### src/rtl/flash_cui_pkg.sv
package flash_cui_pkg;
  typedef enum logic [1:0] {
    RD_ARRAY  = 2'd0,
    RD_STATUS = 2'd1,
    RD_IDENT  = 2'd2,
    RD_QUERY  = 2'd3
  } rd_mode_e;

  typedef enum logic [2:0] {
    S_IDLE,
    S_ERS,
    S_PRG,
    S_DW1,
    S_DW2,
    S_BUSY
  } seq_st_e;

  localparam logic [7:0] C_ERASE   = 8'h20;
  localparam logic [7:0] C_DWPROG  = 8'h30;
  localparam logic [7:0] C_PROG    = 8'h40;
  localparam logic [7:0] C_CLR     = 8'h50;
  localparam logic [7:0] C_RDSR    = 8'h70;
  localparam logic [7:0] C_IDENT   = 8'h90;
  localparam logic [7:0] C_QUERY   = 8'h98;
  localparam logic [7:0] C_SUSP    = 8'hB0;
  localparam logic [7:0] C_CONFIRM = 8'hD0;
  localparam logic [7:0] C_ARRAY   = 8'hFF;

  localparam logic [7:0] SB_ERASE  = 8'h20;
  localparam logic [7:0] SB_PROG   = 8'h10;
  localparam logic [7:0] SB_VPP    = 8'h08;
  localparam logic [7:0] SB_PROT   = 8'h02;
  localparam logic [7:0] STICKY_MASK = SB_ERASE | SB_PROG | SB_VPP | SB_PROT;
endpackage

### src/rtl/fcui_timer.sv
module fcui_timer #(
  parameter int CW = 4
) (
  input  logic          clk_i,
  input  logic          rst_ni,
  input  logic          start_i,
  input  logic [CW-1:0] lat_i,
  output logic          busy_o,
  output logic          expire_o
);
  logic [CW-1:0] cnt_q;
  logic          busy_q;

  assign expire_o = busy_q && (cnt_q == '0);
  assign busy_o   = busy_q;

  always_ff @(posedge clk_i or negedge rst_ni) begin
    if (!rst_ni) begin
      busy_q <= 1'b0;
      cnt_q  <= '0;
    end else if (start_i) begin
      busy_q <= 1'b1;
      cnt_q  <= lat_i - {{(CW-1){1'b0}}, 1'b1};
    end else if (expire_o) begin
      busy_q <= 1'b0;
    end else if (busy_q) begin
      cnt_q  <= cnt_q - {{(CW-1){1'b0}}, 1'b1};
    end
  end
endmodule

### src/rtl/fcui_status.sv
module fcui_status
  import flash_cui_pkg::*;
(
  input  logic       clk_i,
  input  logic       rst_ni,
  input  logic [7:0] set_i,
  input  logic       clr_i,
  input  logic       busy_i,
  output logic [7:0] status_o
);
  logic [7:0] st_q;

  always_ff @(posedge clk_i or negedge rst_ni) begin
    if (!rst_ni) st_q <= '0;
    else if (clr_i) st_q <= st_q & ~STICKY_MASK;
    else st_q <= st_q | (set_i & STICKY_MASK);
  end

  assign status_o = {~busy_i, 7'b0} | (st_q & STICKY_MASK);
endmodule

### src/rtl/fcui_seq.sv
module fcui_seq
  import flash_cui_pkg::*;
#(
  parameter int AW   = 12,
  parameter int NBLK = 8,
  parameter int CW   = 4,
  parameter int PROG_LAT  = 6,
  parameter int ERASE_LAT = 10,
  localparam int BW = $clog2(NBLK)
) (
  input  logic            clk_i,
  input  logic            rst_ni,
  input  logic            wr_i,
  input  logic [AW-1:0]   addr_i,
  input  logic [15:0]     data_i,
  input  logic [NBLK-1:0] prot_i,
  input  logic            vpp_ok_i,
  input  logic            expire_i,
  output logic            start_o,
  output logic [CW-1:0]   lat_o,
  output logic [7:0]      set_o,
  output logic            clr_o,
  output rd_mode_e        mode_o,
  output logic            erase_go_o,
  output logic [BW-1:0]   erase_blk_o,
  output logic            prog_go_o,
  output logic            prog_dw_o,
  output logic [AW-1:0]   prog_addr_o,
  output logic [15:0]     prog_data_o,
  output logic [AW-1:0]   prog_addr2_o,
  output logic [15:0]     prog_data2_o,
  output logic            susp_o
);
  seq_st_e  st_q, st_d;
  rd_mode_e mode_q, mode_d;
  logic [AW-1:0] a1_q;
  logic [15:0]   d1_q;
  logic [7:0]    cmd;
  logic [BW-1:0] blk_in, blk_a1;
  logic go_er, go_pr, go_dw, take1, susp_d;

  assign cmd    = data_i[7:0];
  assign blk_in = addr_i[AW-1 -: BW];
  assign blk_a1 = a1_q[AW-1 -: BW];

  always_comb begin
    st_d   = st_q;
    mode_d = mode_q;
    set_o  = '0;
    clr_o  = 1'b0;
    go_er  = 1'b0;
    go_pr  = 1'b0;
    go_dw  = 1'b0;
    take1  = 1'b0;
    susp_d = 1'b0;
    unique case (st_q)
      S_IDLE: if (wr_i) begin
        unique case (cmd)
          C_ARRAY:  mode_d = RD_ARRAY;
          C_RDSR:   mode_d = RD_STATUS;
          C_IDENT:  mode_d = RD_IDENT;
          C_QUERY:  mode_d = RD_QUERY;
          C_CLR:    clr_o  = 1'b1;
          C_ERASE:  begin st_d = S_ERS; mode_d = RD_STATUS; end
          C_PROG:   begin st_d = S_PRG; mode_d = RD_STATUS; end
          C_DWPROG: begin st_d = S_DW1; mode_d = RD_STATUS; end
          default: ;
        endcase
      end
      S_ERS: if (wr_i) begin
        st_d = S_IDLE;
        if (cmd != C_CONFIRM)    set_o = SB_ERASE | SB_PROG;
        else if (prot_i[blk_in]) set_o = SB_ERASE | SB_PROT;
        else if (!vpp_ok_i)      set_o = SB_ERASE | SB_VPP;
        else begin
          go_er = 1'b1;
          st_d  = S_BUSY;
        end
      end
      S_PRG: if (wr_i) begin
        st_d = S_IDLE;
        if (prot_i[blk_in])  set_o = SB_PROG | SB_PROT;
        else if (!vpp_ok_i)  set_o = SB_PROG | SB_VPP;
        else begin
          go_pr = 1'b1;
          st_d  = S_BUSY;
        end
      end
      S_DW1: if (wr_i) begin
        take1 = 1'b1;
        st_d  = S_DW2;
      end
      S_DW2: if (wr_i) begin
        st_d = S_IDLE;
        if (((a1_q ^ addr_i) >> 1) != '0) set_o = SB_PROG;
        else if (prot_i[blk_a1])          set_o = SB_PROG | SB_PROT;
        else if (!vpp_ok_i)               set_o = SB_PROG | SB_VPP;
        else begin
          go_dw = 1'b1;
          st_d  = S_BUSY;
        end
      end
      S_BUSY: begin
        // only status and suspend codes pass while the controller runs
        if (wr_i && cmd == C_RDSR) mode_d = RD_STATUS;
        if (wr_i && cmd == C_SUSP) susp_d = 1'b1;
        if (expire_i) st_d = S_IDLE;
      end
      default: st_d = S_IDLE;
    endcase
  end

  assign start_o = go_er | go_pr | go_dw;
  assign lat_o   = go_er ? CW'(ERASE_LAT) : CW'(PROG_LAT);
  assign mode_o  = mode_q;

  always_ff @(posedge clk_i or negedge rst_ni) begin
    if (!rst_ni) begin
      st_q   <= S_IDLE;
      mode_q <= RD_ARRAY;
      a1_q   <= '0;
      d1_q   <= '0;
    end else begin
      st_q   <= st_d;
      mode_q <= mode_d;
      if (take1) begin
        a1_q <= addr_i;
        d1_q <= data_i;
      end
    end
  end

  always_ff @(posedge clk_i or negedge rst_ni) begin
    if (!rst_ni) begin
      erase_go_o   <= 1'b0;
      erase_blk_o  <= '0;
      prog_go_o    <= 1'b0;
      prog_dw_o    <= 1'b0;
      prog_addr_o  <= '0;
      prog_data_o  <= '0;
      prog_addr2_o <= '0;
      prog_data2_o <= '0;
      susp_o       <= 1'b0;
    end else begin
      erase_go_o <= go_er;
      prog_go_o  <= go_pr | go_dw;
      susp_o     <= susp_d;
      if (go_er) erase_blk_o <= blk_in;
      if (go_pr) begin
        prog_dw_o    <= 1'b0;
        prog_addr_o  <= addr_i;
        prog_data_o  <= data_i;
        prog_addr2_o <= '0;
        prog_data2_o <= '0;
      end else if (go_dw) begin
        prog_dw_o    <= 1'b1;
        prog_addr_o  <= a1_q;
        prog_data_o  <= d1_q;
        prog_addr2_o <= addr_i;
        prog_data2_o <= data_i;
      end
    end
  end
endmodule

### src/rtl/flash_cui.sv
module flash_cui
  import flash_cui_pkg::*;
#(
  parameter int AW        = 12,
  parameter int NBLK      = 8,
  parameter int PROG_LAT  = 6,
  parameter int ERASE_LAT = 10,
  localparam int BW     = $clog2(NBLK),
  localparam int MAXLAT = (ERASE_LAT > PROG_LAT) ? ERASE_LAT : PROG_LAT,
  localparam int CW     = $clog2(MAXLAT + 1)
) (
  input  logic            clk_i,
  input  logic            rst_ni,
  input  logic            wr_i,
  input  logic [AW-1:0]   addr_i,
  input  logic [15:0]     data_i,
  input  logic            rd_i,
  input  logic [NBLK-1:0] prot_i,
  input  logic            vpp_ok_i,
  output logic [1:0]      rd_mode_o,
  output logic [7:0]      status_o,
  output logic            busy_o,
  output logic            rd_vld_o,
  output logic [1:0]      rd_src_o,
  output logic [7:0]      rd_stat_o,
  output logic            erase_go_o,
  output logic [BW-1:0]   erase_blk_o,
  output logic            prog_go_o,
  output logic            prog_dw_o,
  output logic [AW-1:0]   prog_addr_o,
  output logic [15:0]     prog_data_o,
  output logic [AW-1:0]   prog_addr2_o,
  output logic [15:0]     prog_data2_o,
  output logic            susp_o
);
  logic          start, expire, clr;
  logic [CW-1:0] lat;
  logic [7:0]    set;
  rd_mode_e      mode;

  fcui_seq #(
    .AW(AW), .NBLK(NBLK), .CW(CW), .PROG_LAT(PROG_LAT), .ERASE_LAT(ERASE_LAT)
  ) i_seq (
    .clk_i, .rst_ni, .wr_i, .addr_i, .data_i, .prot_i, .vpp_ok_i,
    .expire_i(expire), .start_o(start), .lat_o(lat), .set_o(set), .clr_o(clr),
    .mode_o(mode), .erase_go_o, .erase_blk_o, .prog_go_o, .prog_dw_o,
    .prog_addr_o, .prog_data_o, .prog_addr2_o, .prog_data2_o, .susp_o
  );

  fcui_timer #(.CW(CW)) i_timer (
    .clk_i, .rst_ni, .start_i(start), .lat_i(lat), .busy_o, .expire_o(expire)
  );

  fcui_status i_status (
    .clk_i, .rst_ni, .set_i(set), .clr_i(clr), .busy_i(busy_o), .status_o
  );

  assign rd_mode_o = mode;

  always_ff @(posedge clk_i or negedge rst_ni) begin
    if (!rst_ni) begin
      rd_vld_o  <= 1'b0;
      rd_src_o  <= RD_ARRAY;
      rd_stat_o <= '0;
    end else begin
      rd_vld_o <= rd_i;
      if (rd_i) begin
        rd_src_o  <= mode;
        rd_stat_o <= status_o;
      end
    end
  end
endmodule

### config.mk
export PLATFORM = sky130hd
export DESIGN_NAME = flash_cui
export DESIGN_NICKNAME = d
export VERILOG_FILES = /design/src/rtl/flash_cui_pkg.sv /design/src/rtl/fcui_timer.sv /design/src/rtl/fcui_status.sv /design/src/rtl/fcui_seq.sv /design/src/rtl/flash_cui.sv
export SDC_FILE = /design/constraint.sdc
export NUM_CORES = 1
export LEC_CHECK = 0
export ABC_CLOCK_PERIOD_IN_PS = 8650
export BUFFER_PORTS_ARGS = -buffer_cell sky130_fd_sc_hd__buf_4
export CORE_MARGIN = 2
export CORE_UTILIZATION = 32
export CTS_BUF_LIST = sky130_fd_sc_hd__clkbuf_4 sky130_fd_sc_hd__clkbuf_8 sky130_fd_sc_hd__clkbuf_16
export DETAILED_ROUTE_END_ITERATION = 8
export PLACE_DENSITY_LB_ADDON = 0.3
export REMOVE_ABC_BUFFERS = 1
export SYNTH_ARGS = -nofsm -noshare
export SYNTH_HDL_FRONTEND = slang
export SYNTH_SLANG_ARGS = --single-unit
### constraint.sdc
create_clock -name clk_i -period 8.65 [get_ports clk_i]
set_clock_uncertainty 0.2 [all_clocks]
set_input_delay 1.73 -clock clk_i [delete_from_list [all_inputs] [get_ports clk_i]]
set_output_delay 1.73 -clock clk_i [all_outputs]
set_load 0.1 [all_outputs]
Word-level counts from Yosys, hierarchy flattened
Cells that the tools add are included.
- $add $sub $neg: 2
- $lt $le $gt $ge: 2
- equal/unequal tests: 25
- multiplexer cells: 67
- bitwise gates (word level): 7
- reduce and logical (&&, ||, !) cells: 14
- operators by type and width (operator ; number):
    $mux 16 ; 4
    $mux 12 ; 4
    $mux 6 ; 8
    $mux 3 ; 11
    $eq 8x8->1 const B ; 4
    $eq 8x7->1 const B ; 3
    $mux 1 ; 24
    $pmux 3 s6 ; 1
    $pmux 6 s3 ; 1
    $eq 8x6->1 const B ; 2
    $mux 4 ; 4
    $or 8x6->8 ; 2
    $mux 5 ; 3
    $ne 2x2->1 const B ; 6
    $reduce_bool 12->1 ; 1
    $xor 12x12->12 ; 1
    $pmux 3 s3 ; 1
    $lt 3x4->1 const B ; 2
    $ne 8x8->1 const B ; 1
    $pmux 2 s4 ; 1
    $reduce_bool 2->1 ; 4
    $sub 4x1->4 const B ; 2
    $reduce_and 7->1 ; 1
    $bmux 1 s3 ; 2
    other kinds (16) ; 24
- register bits: 120
- input port bits: 41
- output and inout bits: 85
- word-level logic and storage cells: 137

Logic depth before layout (Yosys ltp)
Gate-level depths: netlist of the first run.
- word-level depth: 10
- depth in mapped cells: 13
- mapped depth without buffers: 11

Hierarchy
Synthesis of the first run repeated with hierarchy kept, for this count alone.
- cell total of the unflattened synthesis: 537
- area total of the unflattened synthesis: 5445.2 um^2
- by module, submodules not included (module ; times used ; cells an instance ; area each (um^2) ; seq. area each (um^2)):
    fcui_seq ; 1 ; 471 ; 4528.1 ; 2402.3
    flash_cui ; 1 ; 22 ; 436.7 ; 275.3
    fcui_timer ; 1 ; 31 ; 310.3 ; 125.1
    fcui_status ; 1 ; 13 ; 170.2 ; 100.1

Least setup slack after synthesis of the first run
Ideal clock, no wire load.
- path type: input to register
- start point: input port addr_i[9]
- end point: register i_timer.cnt_q[2]
- setup time: 90 ps
- data arrival time: 3825 ps
- data required time: 8360 ps
- slack: 4535 ps
- cell stages on the path: 12
- buffers on the path: 1
- cells stage by stage: buf_2 mux2_2 a2bb2oi_1 a21boi_1 and3_1 nor2_1 inv_1 nor3_1 ha_1 nand2_1 o32a_1 o221ai_1
- longest elaborated chain between the ends: 10
- elaborated cells on any way between the ends: 21
- classes of those cells: 1 x add/sub; 1 x eq/ne; 13 x mux; 3 x bitwise; 3 x reduce/logical
- RTL lines (what ; RTL line ; RTL):
    start: declaration ; flash_cui.sv:15 ; input logic [AW-1:0] addr_i,
    parallel branches: the longest is 10 deep, another holds $sub 4x1->4 ; -- ;
    end signal: assignment ; fcui_timer.sv:23 ; cnt_q <= lat_i - {{(CW-1){1'b0}}, 1'b1};
    end signal: assignment ; fcui_timer.sv:27 ; cnt_q <= cnt_q - {{(CW-1){1'b0}}, 1'b1};
    end: declaration ; fcui_timer.sv:11 ; logic [CW-1:0] cnt_q;
Parallel ways; which one is timed is not known. The select of a mux whose other input is x is not followed.
A chain may end at the register's enable or synchronous reset.

Worst setup path in the final report of the first run
- start point: input port addr_i[11]
- end point: register i_timer.cnt_q[2]
Same word-level chain as after synthesis.

==> results of run 1 <==
registers in the layout, summed over array words and instances, names as in the netlist, 3 cells and up:
| name | count |
|---|---|
| i_timer.cnt_q | 4 |
| i_seq.prog_addr2_o | 12 |
| i_seq.prog_addr_o | 12 |
| i_seq.st_q | 3 |
| i_seq.prog_data_o | 16 |
| i_seq.erase_blk_o | 3 |
| i_seq.d1_q | 16 |
| rd_stat_o | 5 |
| i_seq.prog_data2_o | 16 |
| i_status.st_q | 4 |
| i_seq.a1_q | 12 |
logic make-up after synthesis:
logic type / after synthesis / synth area share [%]
AO/OA/AOI/OAI: 83 / 9.62
XOR/XNOR: 11 / 1.82
adder cells (fa/ha/maj): 1 / 0.236
buffers and inverters: 57 / 5.54
flip-flops: 113 / 53.3
multiplexers: 41 / 9.15
other: 1 / 0.0707
AND/OR/NAND/NOR: 247 / 20.3
report_power, final:
group	switching (mW)	internal (mW)	leakage [nW]
Sequential	0.0310	0.566	1.52
Clock	0.233	0.446	0.296
Combinational	0.254	0.0914	1.59
Total	0.518	1.10	3.41
final timing paths:
kind / startpoint / to / slack [ns] / cells past startpoint
max: addr_i[11] / i_timer.cnt_q[2] / 3.78 / 11
min: i_seq.erase_blk_o[0] / i_seq.erase_blk_o[0] / 0.28 / 2
max reg2reg: i_seq.a1_q[9] / i_timer.cnt_q[2] / 4.72 / 10
min reg2reg: i_seq.erase_blk_o[0] / i_seq.erase_blk_o[0] / 0.28 / 2
max in group asynchronous: rst_ni / i_seq.prog_addr_o[5] / 5.84 / 2
min in group asynchronous: rst_ni / i_seq.prog_data_o[2] / 1.14 / 1
worst max-delay path: stages:
cell and delay (ns):
buf_4 0.15, xor2_1 0.16, nor4_1 0.49, nand4_1 0.25
and2b_2 1.06, nor2_1 0.23, nand3_1 0.17, ha_1 0.22
nand2_1 0.08, o32a_1 0.30, o221ai_1 0.17
layout by cell type (no fill, tap or decap), drive strengths merged, types with 5 or more instances in the layout:
cell and count:
o21ai 13, nand2 137, buf 122, clkbuf 26, mux2i 5, nor2 46
nand3 27, dfrtp 113, inv 13, nor3 6, mux2 34, xor2 11
a21oi 21, a31oi 29, conb 6
cell type report:
type | instances | area share [%]
multi-input cells | 389 | 32.3
repair buffers | 122 | 13.3
flip-flops and latches | 113 | 41.2
well taps | 220 | 4.01
clock inverters | 5 | 0.729
clock buffers | 26 | 7.73
inverters | 13 | 0.711
metrics by stage:
step | hold slack (ns) | cell area, sq um | power [mW]
detailed placement | 0.274 | 6280 | 0.953
global route | 0.312 | 6860 | 1.69
finish | 0.282 | 6860 | 1.62
floorplan | 0.250 | 5080 | 0.852
CTS | 0.289 | 6860 | 1.64
global placement | 0.263 | 6280 | 0.943
routing by layer:
| layer | share of wire (%) | vias up | track usage (%) |
|---|---|---|---|
| met4 | 1.8 | 0 | 5.91 |
| met1 | 45 | 2132 | 19.7 |
| met3 | 5.5 | 16 | 5.29 |
| met5 | 0 | - | 0 |
| li1 | - | 2085 | - |
| met2 | 48 | 114 | 26.1 |
==> out/metrics.yaml, run 1 <==
min_path:
  min_path_type: "flip-flop to flip-flop"
floorplanning:
  dieArea_sq_um: 17600
  core_area_sq_um: 16400
  start_util_pct: 32.3
  die_w_um: 133
  die_h_um: 133
  pin_count: 126
  rows: 47
yosys:
  yosysSeqAreaShare_pct: 53.3
  ys_async_sr_fraction_pct: 100
  synth_flop_cell: "dfrtp_1"
  yosys_warnings: 0
  syn_inst: 554
  synth_edf_count: 0
  ys_types: 53
  synth_most_common_cell: "nand2_1"
  synth_top_area_share_pct: 53.3
  syn-mean-instance-area_sq_um: 9.58
  synthTopCellsByArea: "dfrtp_1 53%, nand2_1 9.7%, mux2_2 7.2%, a31oi_1 3.4%, nor2_1 3.3%"
  ys_seq_elements: 113
  netlist_top_cells_count: "137 x nand2_1, 113 x dfrtp_1, 46 x nor2_1, 34 x mux2_2, 29 x a31oi_1"
  yosysTopAreaCell: "dfrtp_1"
  syn_area_sq_um: 5310
timing:
  slew_violations: 0
  setup_viol: 0
  max_freq_mhz: 205
  grt_setup_unrepaired: "no"
  worst_slew_pin_slew_ns: 1.16
  fin_crit_ns: 4.87
  fin_crit_sh_pct: 56.4
  relSlewSlack_pct: 22.6
  tns_ns: 0
  setup_slack_ns: 3.78
  finalHoldViolCount: 0
place:
  gp_congestion: 0.844
  place_ws_ns: 3.31
  portBuffers: 119
  place_hpwl_um: 8960
  dp.cells: 857
cells_and_area:
  fillCellCount: 1599
  utilization_pct: 41.8
  area_growth_pct: 29.4
  instances_no_fill: 888
  register_area_sq_um: 2830
  post_route_cells_drive_above_1_share_pct: 29.5
  antennaDiodeCount: 0
  nets: 698
  multiInputGateArea_sq_um: 2220
detailed_routing:
  drtIter0Drc: 276
  drt-vias-per-instance: 4.90
  routed_wl_um: 13400
  ant_nets: 0
  routedWlPerCell_um: 15.1
  drtPass1Iterations: 5
  num_vias: 4347
  drc: 0
critical_path:
  crit_arrival_ns: 5.01
  cp_max_fo: 59
  worst_setup_path_start_kind: "input pin"
  critical_path.endpoint_type: "flip-flop"
  crit_type: "input pin to flip-flop"
  cp_data_required_time_ns: 8.78
grt:
  antenna_found_initial: 0
  grt_pass1_wl_um: 22400
  grt_max_degree: 64
  gr-usage-all-layers_pct: 16.0
  overflow: 0
  grt_pass1_vias: 4356
clock_network:
  cts_hold_buf: 0
  cts_tree: "done"
  cts_resized: 0
  clock_sinks: 113
  htreeDepth: 4
  clk_latency_ns: 0.42
  clk_pin_slew_ns: 0.05
  clock_tree.root_cell: "clkbuf_16"
  numCtsBuffers: 17
  clockBufferDepth: 2
  post_cts_buffers: 0
power_and_ir_drop:
  p_per_area_nw_per_um2: 236
  p_leak_nw: 3.41
  vdd.ir_drop.worst_uv: 219
run_status:
  status: "finished clean"
run:
  drv_cap: 0
(Power assumes the default switching activity.)
==> run 2, diff against run 1 <==
--- a/config.mk
+++ b/config.mk
@@ -5,7 +5,7 @@
 export SDC_FILE = /design/constraint.sdc
 export NUM_CORES = 1
 export LEC_CHECK = 0
-export ABC_CLOCK_PERIOD_IN_PS = 8650
+export ABC_CLOCK_PERIOD_IN_PS = 4400
 export BUFFER_PORTS_ARGS = -buffer_cell sky130_fd_sc_hd__buf_4
 export CORE_MARGIN = 2
 export CORE_UTILIZATION = 32
==> constraint.sdc (replaced) <==
create_clock -name clk_i -period 4.4 [get_ports clk_i]
set_clock_uncertainty 0.2 [all_clocks]
set_input_delay 0.88 -clock clk_i [delete_from_list [all_inputs] [get_ports clk_i]]
set_output_delay 0.88 -clock clk_i [all_outputs]
set_load 0.1 [all_outputs]
==> run 2 against run 1 <==
Sequential share of layout area is 0.082 points lower. Critical path depth fell by 1. Cell area increased by 0.20%. Clock power is 91% higher. Non-clock buffer count up 4. First-iteration DRC count fell by 28%. Cell count is 0.34% higher. Worst hold slack improved by 0.0032 ns. Sequential cell count is the same. Total power rose by 94%. Worst setup slack worse by 2.6 ns.
==> out/metrics.yaml, run 2 (synthesis results as in run 1) <==
run:
  drv_cap: 0  # unchanged
floorplanning:
  pin_count: 126  # unchanged
  dieArea_sq_um: 17600  # unchanged
  start_util_pct: 32.3  # unchanged
  rows: 47  # unchanged
  core_area_sq_um: 16400  # unchanged
  die_h_um: 133  # unchanged
  die_w_um: 133  # unchanged
detailed_routing:
  drt-vias-per-instance: 4.90  # about the same
  routedWlPerCell_um: 15.1  # about the same
  routed_wl_um: 13400  # about the same
  drc: 0  # unchanged
  drtPass1Iterations: 5  # unchanged
  ant_nets: 0  # unchanged
  num_vias: 4362  # was 4,347
  drtIter0Drc: 200  # was 276
place:
  gp_congestion: 0.821  # was 0.844
  place_hpwl_um: 9280  # was 8960 um
  place_ws_ns: 0.788  # was 3.31 ns
  portBuffers: 119  # unchanged
cells_and_area:
  antennaDiodeCount: 0  # unchanged
  area_growth_pct: 29.6  # was 29.4%
  post_route_cells_drive_above_1_share_pct: 29.8  # was 29.5%
  final_cell_mix: "137 x nand2_1, 126 x buf_4, 113 x dfrtp_1"  # was 137 x nand2_1, 122 x buf_4, 113 x dfrtp_1
  nets: 702  # was 698
  largestRegisters: "i_seq.d1_q x16, i_seq.prog_data2_o x16, i_seq.prog_data_o x16"  # unchanged
  utilization_pct: 41.9  # was 41.8%
  final_common_cell: "nand2_1"  # unchanged
grt:
  gr-usage-all-layers_pct: 16.1  # was 16.0%
  grt_max_degree: 59  # was 64
  grt_pass1_wl_um: 22500  # was 22,400 um
  grt_pass1_vias: 4364  # was 4,356
  antenna_found_initial: 0  # unchanged
  overflow: 0  # unchanged
clock_network:
  clock_sinks: 113  # unchanged
  clock_tree.root_cell: "clkbuf_16"  # unchanged
  htreeDepth: 4  # unchanged
  cts_hold_buf: 0  # unchanged
  cts_resized: 0  # unchanged
  numCtsBuffers: 17  # unchanged
  post_cts_buffers: 0  # unchanged
  clk_latency_ns: 0.41  # was 0.42 ns
  cts_tree: "done"  # unchanged
  clk_pin_slew_ns: 0.06  # was 0.05 ns
  clockBufferDepth: 2  # unchanged
power_and_ir_drop:
  p_per_area_nw_per_um2: 458  # was 236 nW/um^2
  finalPower_mw: 3.15  # was 1.62 mW
  vdd.ir_drop.worst_uv: 324  # was 219 uV
  p_leak_nw: 3.42  # was 3.41 nW
critical_path:
  cp_data_required_time_ns: 4.51  # was 8.78 ns
  crit_arrival_ns: 3.38  # was 5.01 ns
  critical_path.endpoint_type: "flip-flop"  # unchanged
  worst_setup_path_start_kind: "input pin"  # unchanged
  cp_max_fo: 9  # was 59
  crit_type: "input pin to flip-flop"  # unchanged
timing:
  worst_slew_pin_slew_ns: 0.840  # was 1.16 ns
  relSlewSlack_pct: 43.9  # was 22.6%
  finalHoldViolCount: 0  # unchanged
  grt_setup_unrepaired: "no"  # unchanged
  setup_viol: 0  # unchanged
  fin_crit_sh_pct: 74.2
  tns_ns: 0  # unchanged
  max_freq_mhz: 306
  setup_slack_ns: 1.14  # was 3.78 ns
  fin_crit_ns: 3.26
  slew_violations: 0  # unchanged
min_path:
  min_path_type: "flip-flop to flip-flop"  # unchanged
run_status:
  status: "finished clean"  # unchanged
## run 2: worst max-delay path: stages
cell and delay (ns):
buf_4 0.15, mux2_2 0.34, a2bb2oi_1 0.15, a21boi_1 0.53, nand3_1 0.36, nand3_1 0.19
ha_1 0.22, nand2_1 0.07, o32a_1 0.29, o221ai_1 0.18
## run 2: where the power goes
part / internal, mW / leakage (nW) / switching, mW
Clock: 0.850 / 0.288 / 0.447
Sequential: 1.11 / 1.52 / 0.0613
Combinational: 0.180 / 1.61 / 0.500
Total: 2.14 / 3.42 / 1.01
## run 2: worst paths after layout
path,startpoint,endpoint,slack [ns],cells past startpoint
min in group asynchronous,rst_ni,i_seq.d1_q[0],0.34,1
min reg2reg,i_seq.erase_blk_o[1],i_seq.erase_blk_o[1],0.29,2
max,addr_i[9],i_timer.cnt_q[2],1.14,10
min,i_seq.erase_blk_o[1],i_seq.erase_blk_o[1],0.29,2
max reg2reg,i_seq.a1_q[11],i_timer.cnt_q[2],1.39,7
max in group asynchronous,rst_ni,i_seq.d1_q[12],2.80,2
## run 2: through the flow
| stage | instances | hold WS (ns) | cell area, sq um |
|---|---|---|---|
| 2_1_floorplan | 515 | 0.250 | 5080 |
| 3_3_place_gp | 861 | 0.267 | 6310 |
| 3_5_place_dp | 861 | 0.273 | 6310 |
| 4_1_cts | 891 | 0.285 | 6880 |
| 5_1_grt | 891 | 0.310 | 6880 |
| 6_report | 891 | 0.285 | 6880 |
## run 2: cell type report
type / instances / area [sq um]
clock inverter: 6 / 55.1
inverter: 13 / 48.8
fill: 1587 / 9530
sequential: 113 / 2830
clock buffer: 24 / 509
multi-input combinational: 389 / 2220
timing repair buffer: 126 / 946
tap: 220 / 275
## run 2: metal layers
metal / share of wire [%] / wire length, um / track usage, %
met1: 45 / 5980 / 20.0
met2: 49 / 6590 / 26.8
met3: 4.2 / 569 / 4.56
met4: 2.1 / 279 / 6.03
met5: 0 / 0 / 0
